File: src/rtl/alarmPkg.sv
package alarmPkg;
  localparam int NUM_FIELDS = 4;
  localparam int DATA_W     = 8;
  localparam int ADDR_W     = 3;
  localparam int CTRL_ADDR  = NUM_FIELDS;
  localparam int EN_BIT     = DATA_W - 1;

  typedef enum logic [2:0] {
    REP_MONTH, REP_DAY, REP_HOUR, REP_MINUTE, REP_SECOND
  } repMode_t;

  typedef struct packed {
    logic [NUM_FIELDS-1:0] wrField;
    logic                  wrCtrl;
    logic [DATA_W-1:0]     data;
    logic                  tick;
  } strobes_t;

  // bits of each field that carry the BCD value
  function automatic logic [DATA_W-1:0] fieldMask(input int idx);
    case (idx)
      0, 1:    fieldMask = 8'h7F;
      2:       fieldMask = 8'h3F;
      default: fieldMask = 8'h1F;
    endcase
  endfunction

  function automatic logic [DATA_W-1:0] bcdValue(input logic [DATA_W-1:0] b);
    bcdValue = {4'd0, b[7:4]} * 8'd10 + {4'd0, b[3:0]};
  endfunction

  function automatic logic fieldOk(input int idx, input logic [DATA_W-1:0] b);
    logic [DATA_W-1:0] v;
    v = bcdValue(b & fieldMask(idx));
    case (idx)
      0, 1:    fieldOk = (v <= 8'd59);
      2:       fieldOk = (v <= 8'd23);
      default: fieldOk = (v != 8'd0);
    endcase
  endfunction
endpackage

File: src/rtl/alarmCtrl.sv
module alarmCtrl
  import alarmPkg::*;
(
  input  logic              wrEn,
  input  logic [ADDR_W-1:0] regAddr,
  input  logic [DATA_W-1:0] wrData,
  input  logic              tick,
  output strobes_t          stb
);
  logic [NUM_FIELDS-1:0] fieldWr;

  for (genvar i = 0; i < NUM_FIELDS; i++) begin : gWrDec
    assign fieldWr[i] = wrEn && (regAddr == ADDR_W'(i)) && fieldOk(i, wrData);
  end

  always_comb begin
    stb.wrField = fieldWr;
    stb.wrCtrl  = wrEn && (regAddr == ADDR_W'(CTRL_ADDR));
    stb.data    = wrData;
    stb.tick    = tick;
  end
endmodule

File: src/rtl/alarmDatapath.sv
module alarmDatapath
  import alarmPkg::*;
(
  input  logic                  clk,
  input  logic                  rstN,
  input  strobes_t              stb,
  input  logic [ADDR_W-1:0]     regAddr,
  input  logic [DATA_W-1:0]     curField [NUM_FIELDS],
  output logic [DATA_W-1:0]     rdData,
  output logic                  alarmIrq
);
  logic [DATA_W-1:0]     alReg [NUM_FIELDS];
  logic [NUM_FIELDS-1:0] fieldEq;
  logic [NUM_FIELDS-1:0] maskFlag;
  logic                  alarmEn;
  logic                  hit;
  repMode_t              mode;

  for (genvar i = 0; i < NUM_FIELDS; i++) begin : gField
    always_ff @(posedge clk) begin
      if (!rstN)                alReg[i] <= (i == NUM_FIELDS - 1) ? 8'h01 : 8'h00;
      else if (stb.wrField[i])  alReg[i] <= stb.data;
    end
    assign maskFlag[i] = alReg[i][DATA_W-1];
    assign fieldEq[i]  = ((alReg[i] ^ curField[i]) & fieldMask(i)) == '0;
  end

  // mask pattern {date, hour, min, sec} selects the repeat period
  always_comb begin
    case (maskFlag)
      4'b0000: mode = REP_MONTH;
      4'b1000: mode = REP_DAY;
      4'b1100: mode = REP_HOUR;
      4'b1110: mode = REP_MINUTE;
      default: mode = REP_SECOND;
    endcase
    case (mode)
      REP_MONTH:  hit = &fieldEq;
      REP_DAY:    hit = &fieldEq[2:0];
      REP_HOUR:   hit = &fieldEq[1:0];
      REP_MINUTE: hit = fieldEq[0];
      default:    hit = 1'b1;
    endcase
  end

  always_ff @(posedge clk) begin
    if (!rstN) begin
      alarmEn  <= 1'b0;
      alarmIrq <= 1'b0;
    end else begin
      if (stb.wrCtrl) alarmEn <= stb.data[EN_BIT];
      alarmIrq <= stb.tick && alarmEn && hit;
    end
  end

  always_comb begin
    if (int'(regAddr) < NUM_FIELDS)       rdData = alReg[regAddr[1:0]];
    else if (int'(regAddr) == CTRL_ADDR)  rdData = {alarmEn, 7'd0};
    else                                  rdData = '0;
  end

  // a pulse always follows a tick
  a_r6_irq_after_tick: assert property (@(posedge clk) disable iff (!rstN)
    alarmIrq |-> $past(stb.tick));
  // a pulse needs the enable as it stood at the tick
  a_r12_irq_needs_en: assert property (@(posedge clk) disable iff (!rstN)
    alarmIrq |-> $past(alarmEn));
  // stored seconds and minutes stay in range
  a_r3_sec_range: assert property (@(posedge clk) disable iff (!rstN)
    bcdValue(alReg[0] & 8'h7F) <= 8'd59);
  a_r3_min_range: assert property (@(posedge clk) disable iff (!rstN)
    bcdValue(alReg[1] & 8'h7F) <= 8'd59);
  // stored hours stay in range
  a_r4_hour_range: assert property (@(posedge clk) disable iff (!rstN)
    bcdValue(alReg[2] & 8'h3F) <= 8'd23);
  // stored date never zero
  a_r5_date_nonzero: assert property (@(posedge clk) disable iff (!rstN)
    bcdValue(alReg[3] & 8'h1F) != 8'd0);
endmodule

File: src/rtl/calAlarm.sv
module calAlarm
  import alarmPkg::*;
(
  input  logic        clk,
  input  logic        rstN,
  input  logic        wrEn,
  input  logic [2:0]  regAddr,
  input  logic [7:0]  wrData,
  output logic [7:0]  rdData,
  input  logic        tick,
  input  logic [6:0]  curSec,
  input  logic [6:0]  curMin,
  input  logic [5:0]  curHour,
  input  logic [4:0]  curDate,
  output logic        alarmIrq
);
  strobes_t          stb;
  logic [DATA_W-1:0] curField [NUM_FIELDS];

  assign curField[0] = {1'b0, curSec};
  assign curField[1] = {1'b0, curMin};
  assign curField[2] = {2'b0, curHour};
  assign curField[3] = {3'b0, curDate};

  alarmCtrl uCtrl (
    .wrEn    (wrEn),
    .regAddr (regAddr),
    .wrData  (wrData),
    .tick    (tick),
    .stb     (stb)
  );

  alarmDatapath uDp (
    .clk      (clk),
    .rstN     (rstN),
    .stb      (stb),
    .regAddr  (regAddr),
    .curField (curField),
    .rdData   (rdData),
    .alarmIrq (alarmIrq)
  );
endmodule

File: config.mk
export PLATFORM = sky130hd
export DESIGN_NAME = calAlarm
export DESIGN_NICKNAME = d
export VERILOG_FILES = /design/src/rtl/alarmPkg.sv /design/src/rtl/alarmCtrl.sv /design/src/rtl/alarmDatapath.sv /design/src/rtl/calAlarm.sv
export SDC_FILE = /design/constraint.sdc
export NUM_CORES = 1
export LEC_CHECK = 0
export ABC_AREA = 1
export BUFFER_PORTS_ARGS = -buffer_cell sky130_fd_sc_hd__buf_2
export CAP_MARGIN = 25
export CORE_MARGIN = 1.5
export CORE_UTILIZATION = 30
export CTS_CLUSTER_SIZE = 12
export DETAILED_ROUTE_END_ITERATION = 8
export HOLD_SLACK_MARGIN = 0.03
export SLEW_MARGIN = 20
export SYNTH_ARGS = -nofsm -noshare
export SYNTH_HDL_FRONTEND = slang
export SYNTH_SLANG_ARGS = --single-unit
File: constraint.sdc
create_clock -name clk -period 1.9 [get_ports clk]
set_clock_uncertainty 0.05 [all_clocks]
set_input_delay 0.19 -clock clk [delete_from_list [all_inputs] [get_ports clk]]
set_output_delay 0.19 -clock clk [all_outputs]
set_load 0.01 [all_outputs]
==> out/results.ini <==
[status]
run_status=finished, final reports clean

[synth]
yosys.area.top_type=edfxtp_1
synth_area_leaders=edfxtp_1, nand2_1, nor2_1
synth_nets=325
ys.warnings.count=0
ys_async_sr_fraction_pct=0
syn_inst=276
synth_edf_count=32
yosysTopAreaCellShare_pct=41.5
syn_avg_cell_area_um2=8.38
synth.yosys.seq_area_share_pct=43.3
syn_area_um2=2310
ys.flop_type=edfxtp_1
synth-seq-cells=34
synth_cell_types=35

[timing]
maxSlewViolCount=0
finalCritPeriodShare_pct=95.5
worstMarginPinSlew_ps=346
rsz0062_at_grt=true
slew-limit-headroom_pct=76.9
period_needed_ps=1810
setup_viol=0
hold_viol=0
max_freq_mhz=551

[hold_path]
min_to=uDp.alarmIrq
hp-class=in2reg
hold_depth=3
worstHoldStart=tick

[clocking]
post_cts_buffers=0
postCtsHoldBufs=0
h-tree-depth=2
cts_resized=0
root_buffer=clkbuf_8
clk_latency_ps=290
clkTransAtPathRegs_ps=70
cts_buffers=5
cts_buffer_depth=2
cts_tree=built
clkSinkCount=34

[drt]
drc=0
drt_pass1_iterations=4
post_drt_wl_per_cell_um=14.0
drtAntennaViolNets=0
first_iter_violations=152
viasPerCell=4.68
routed_wl_um=6220
vias=2072

[power]
powerDensity_nw_per_um2=642
seqPwrFrac_pct=48.5
power_switching_mw=0.556
ir_drop_mv=0.243
leakage_nw=1.30
p_int_mw=1.31
comb_power_share_pct=23.7
netSwitchingFraction_pct=29.8
clockPowerShare_pct=27.8

[finish]
antenna_cells=0
stdcell_count=443
fill_cells=771
utilization_pct=39.5
fin_area_um2=2910
drive_gt1_share_pct=30.2
register_area_um2=1000
syn2layout_area_growth_pct=25.7
multi_input_area_um2=1200
nNetsFinal=392

[critical_path]
worstRegToRegCells=9
arrival_ps=1760
path_class=in2reg
crit_path_end_kind=flop
startpoint_type=input pin
r2r_setup_slack_ps=530
r2r-end=uDp.alarmIrq
reg2reg_from=uDp.alReg[1][7]
cp.required_ps=1850
crit_fanout=8

[floorplanning]
coreArea_um2=7370
ios=49
fp.dieH_um=90.8
die_x_um=90.8
rows=31
start_util_pct=31.4
die_area_um2=8250

[place]
port_buffers=48
place_hpwl_um=5010
dp.cells=435
gp_congestion=0.882
placed_area_um2=2790

[grt]
grt_pass1_vias=2096
grt_pass1_wl_um=9980
overflow=0
antenna_found_initial=0
grt_usage_pct=15.6
grt_max_degree=12

[run]
cap_violations=0

logic make-up after synthesis:
group	synth area share, %
AND/OR/NAND/NOR	27.9
buffers and inverters	7.25
flip-flops	43.3
AO/OA/AOI/OAI	8.82
adder cells (fa/ha/maj)	5.19
XOR/XNOR	7.57
power groups by stage:
stage	logic (mW)	clock network, mW	registers (mW)
after global placement	0.417	0	0.920
after detailed placement	0.426	0	0.921
after CTS	0.428	0.526	0.904
after global routing	0.494	0.564	0.910
after floorplan	0.262	0	0.908
final	0.443	0.520	0.905
critical path: stages:
cell and delay (ps):
buf_2 120, ha_1 190, ha_1 210, ha_4 290
nand2_2 70, inv_2 60, nand4_1 70, o211ai_1 90
nand2_1 100, a21oi_2 140, nand2_1 110, nand2_4 130
flip-flops by register name (all words and copies together), names as in the netlist:
register and count:
uDp.alarmIrq 1, uDp.alarmEn 1, uDp.alReg 32
per-stage QoR:
step | total power, mW | hold slack [ps] | worst slack (ps) | TNS [ps]
4_1_cts | 1.86 | 107 | 6.06 | 0
3_3_place_gp | 1.34 | 395 | -217 | -5940
6_report | 1.87 | 103 | 85.1 | 0
5_1_grt | 1.97 | 123 | -8.86 | -88.9
2_1_floorplan | 1.17 | 281 | 14.5 | 0
3_5_place_dp | 1.35 | 403 | -291 | -8900
per-layer routing:
metal  vias up  track usage [%]  wire, um  part of all wire, %
met3        13             2.95       213                  3.4
li1       1038                -         -                    -
met1       966             19.4      2800                   45
met2        55             27.0      3060                   49
met5         -                0         0                    0
met4         0             5.21       137                  2.2
how the worst max path moves through the flow:
stage | start | to | slack [ps]
floorplan | wrData[4] | uDp.alReg[0][0] | 10
global placement | wrData[4] | uDp.alReg[0][0] | -220
detailed placement | wrData[4] | uDp.alReg[0][0] | -290
CTS | wrData[4] | uDp.alReg[0][0] | 6
global route | wrData[4] | uDp.alReg[0][4] | -9
finish | wrData[4] | uDp.alReg[0][2] | 90
synth_stat cells, drive strengths merged (2+ instances only):
library cell / n
nand3: 15
buf: 2
xor2: 6
o22ai: 3
a22oi: 3
nor2: 56
nand2: 62
nand4: 4
o21ai: 8
edfxtp: 32
xnor2: 14
ha: 8
inv: 40
dfxtp: 2
a31oi: 3
a21oi: 6
a221oi: 4
area by class of cell:
type	count	share of cell area [%]
Multi-Input combinational cell	199	41.2
Sequential cell	34	34.4
Timing Repair Buffer	62	11.9
Inverter	41	5.34
Tap cell	99	4.26
Clock buffer	5	2.37
Clock inverter	3	0.559
layout by cell type (no fill, tap or decap), types with 2 or more instances in the layout:
cell      count
nand2_1      52
a221oi_1      4
clkinv_2      2
inv_2         7
ha_1          6
dfxtp_1       2
nor2_1       51
nand4_4       2
inv_1        33
nor2_2        2
a21oi_2       2
edfxtp_1     32
nand2_2       8
a21oi_1       4
clkbuf_8      5
o21ai_0       4
nand3_1      14
xor2_1        6
buf_2        48
o21ai_2       2
nand2_4       2
a31oi_1       3
o22ai_1       3
nor2_4        3
buf_4        14
o21ai_1       2
a22oi_1       3
ha_4          2
xnor2_1      14
Note: power is estimated with default switching activity, not from simulation.
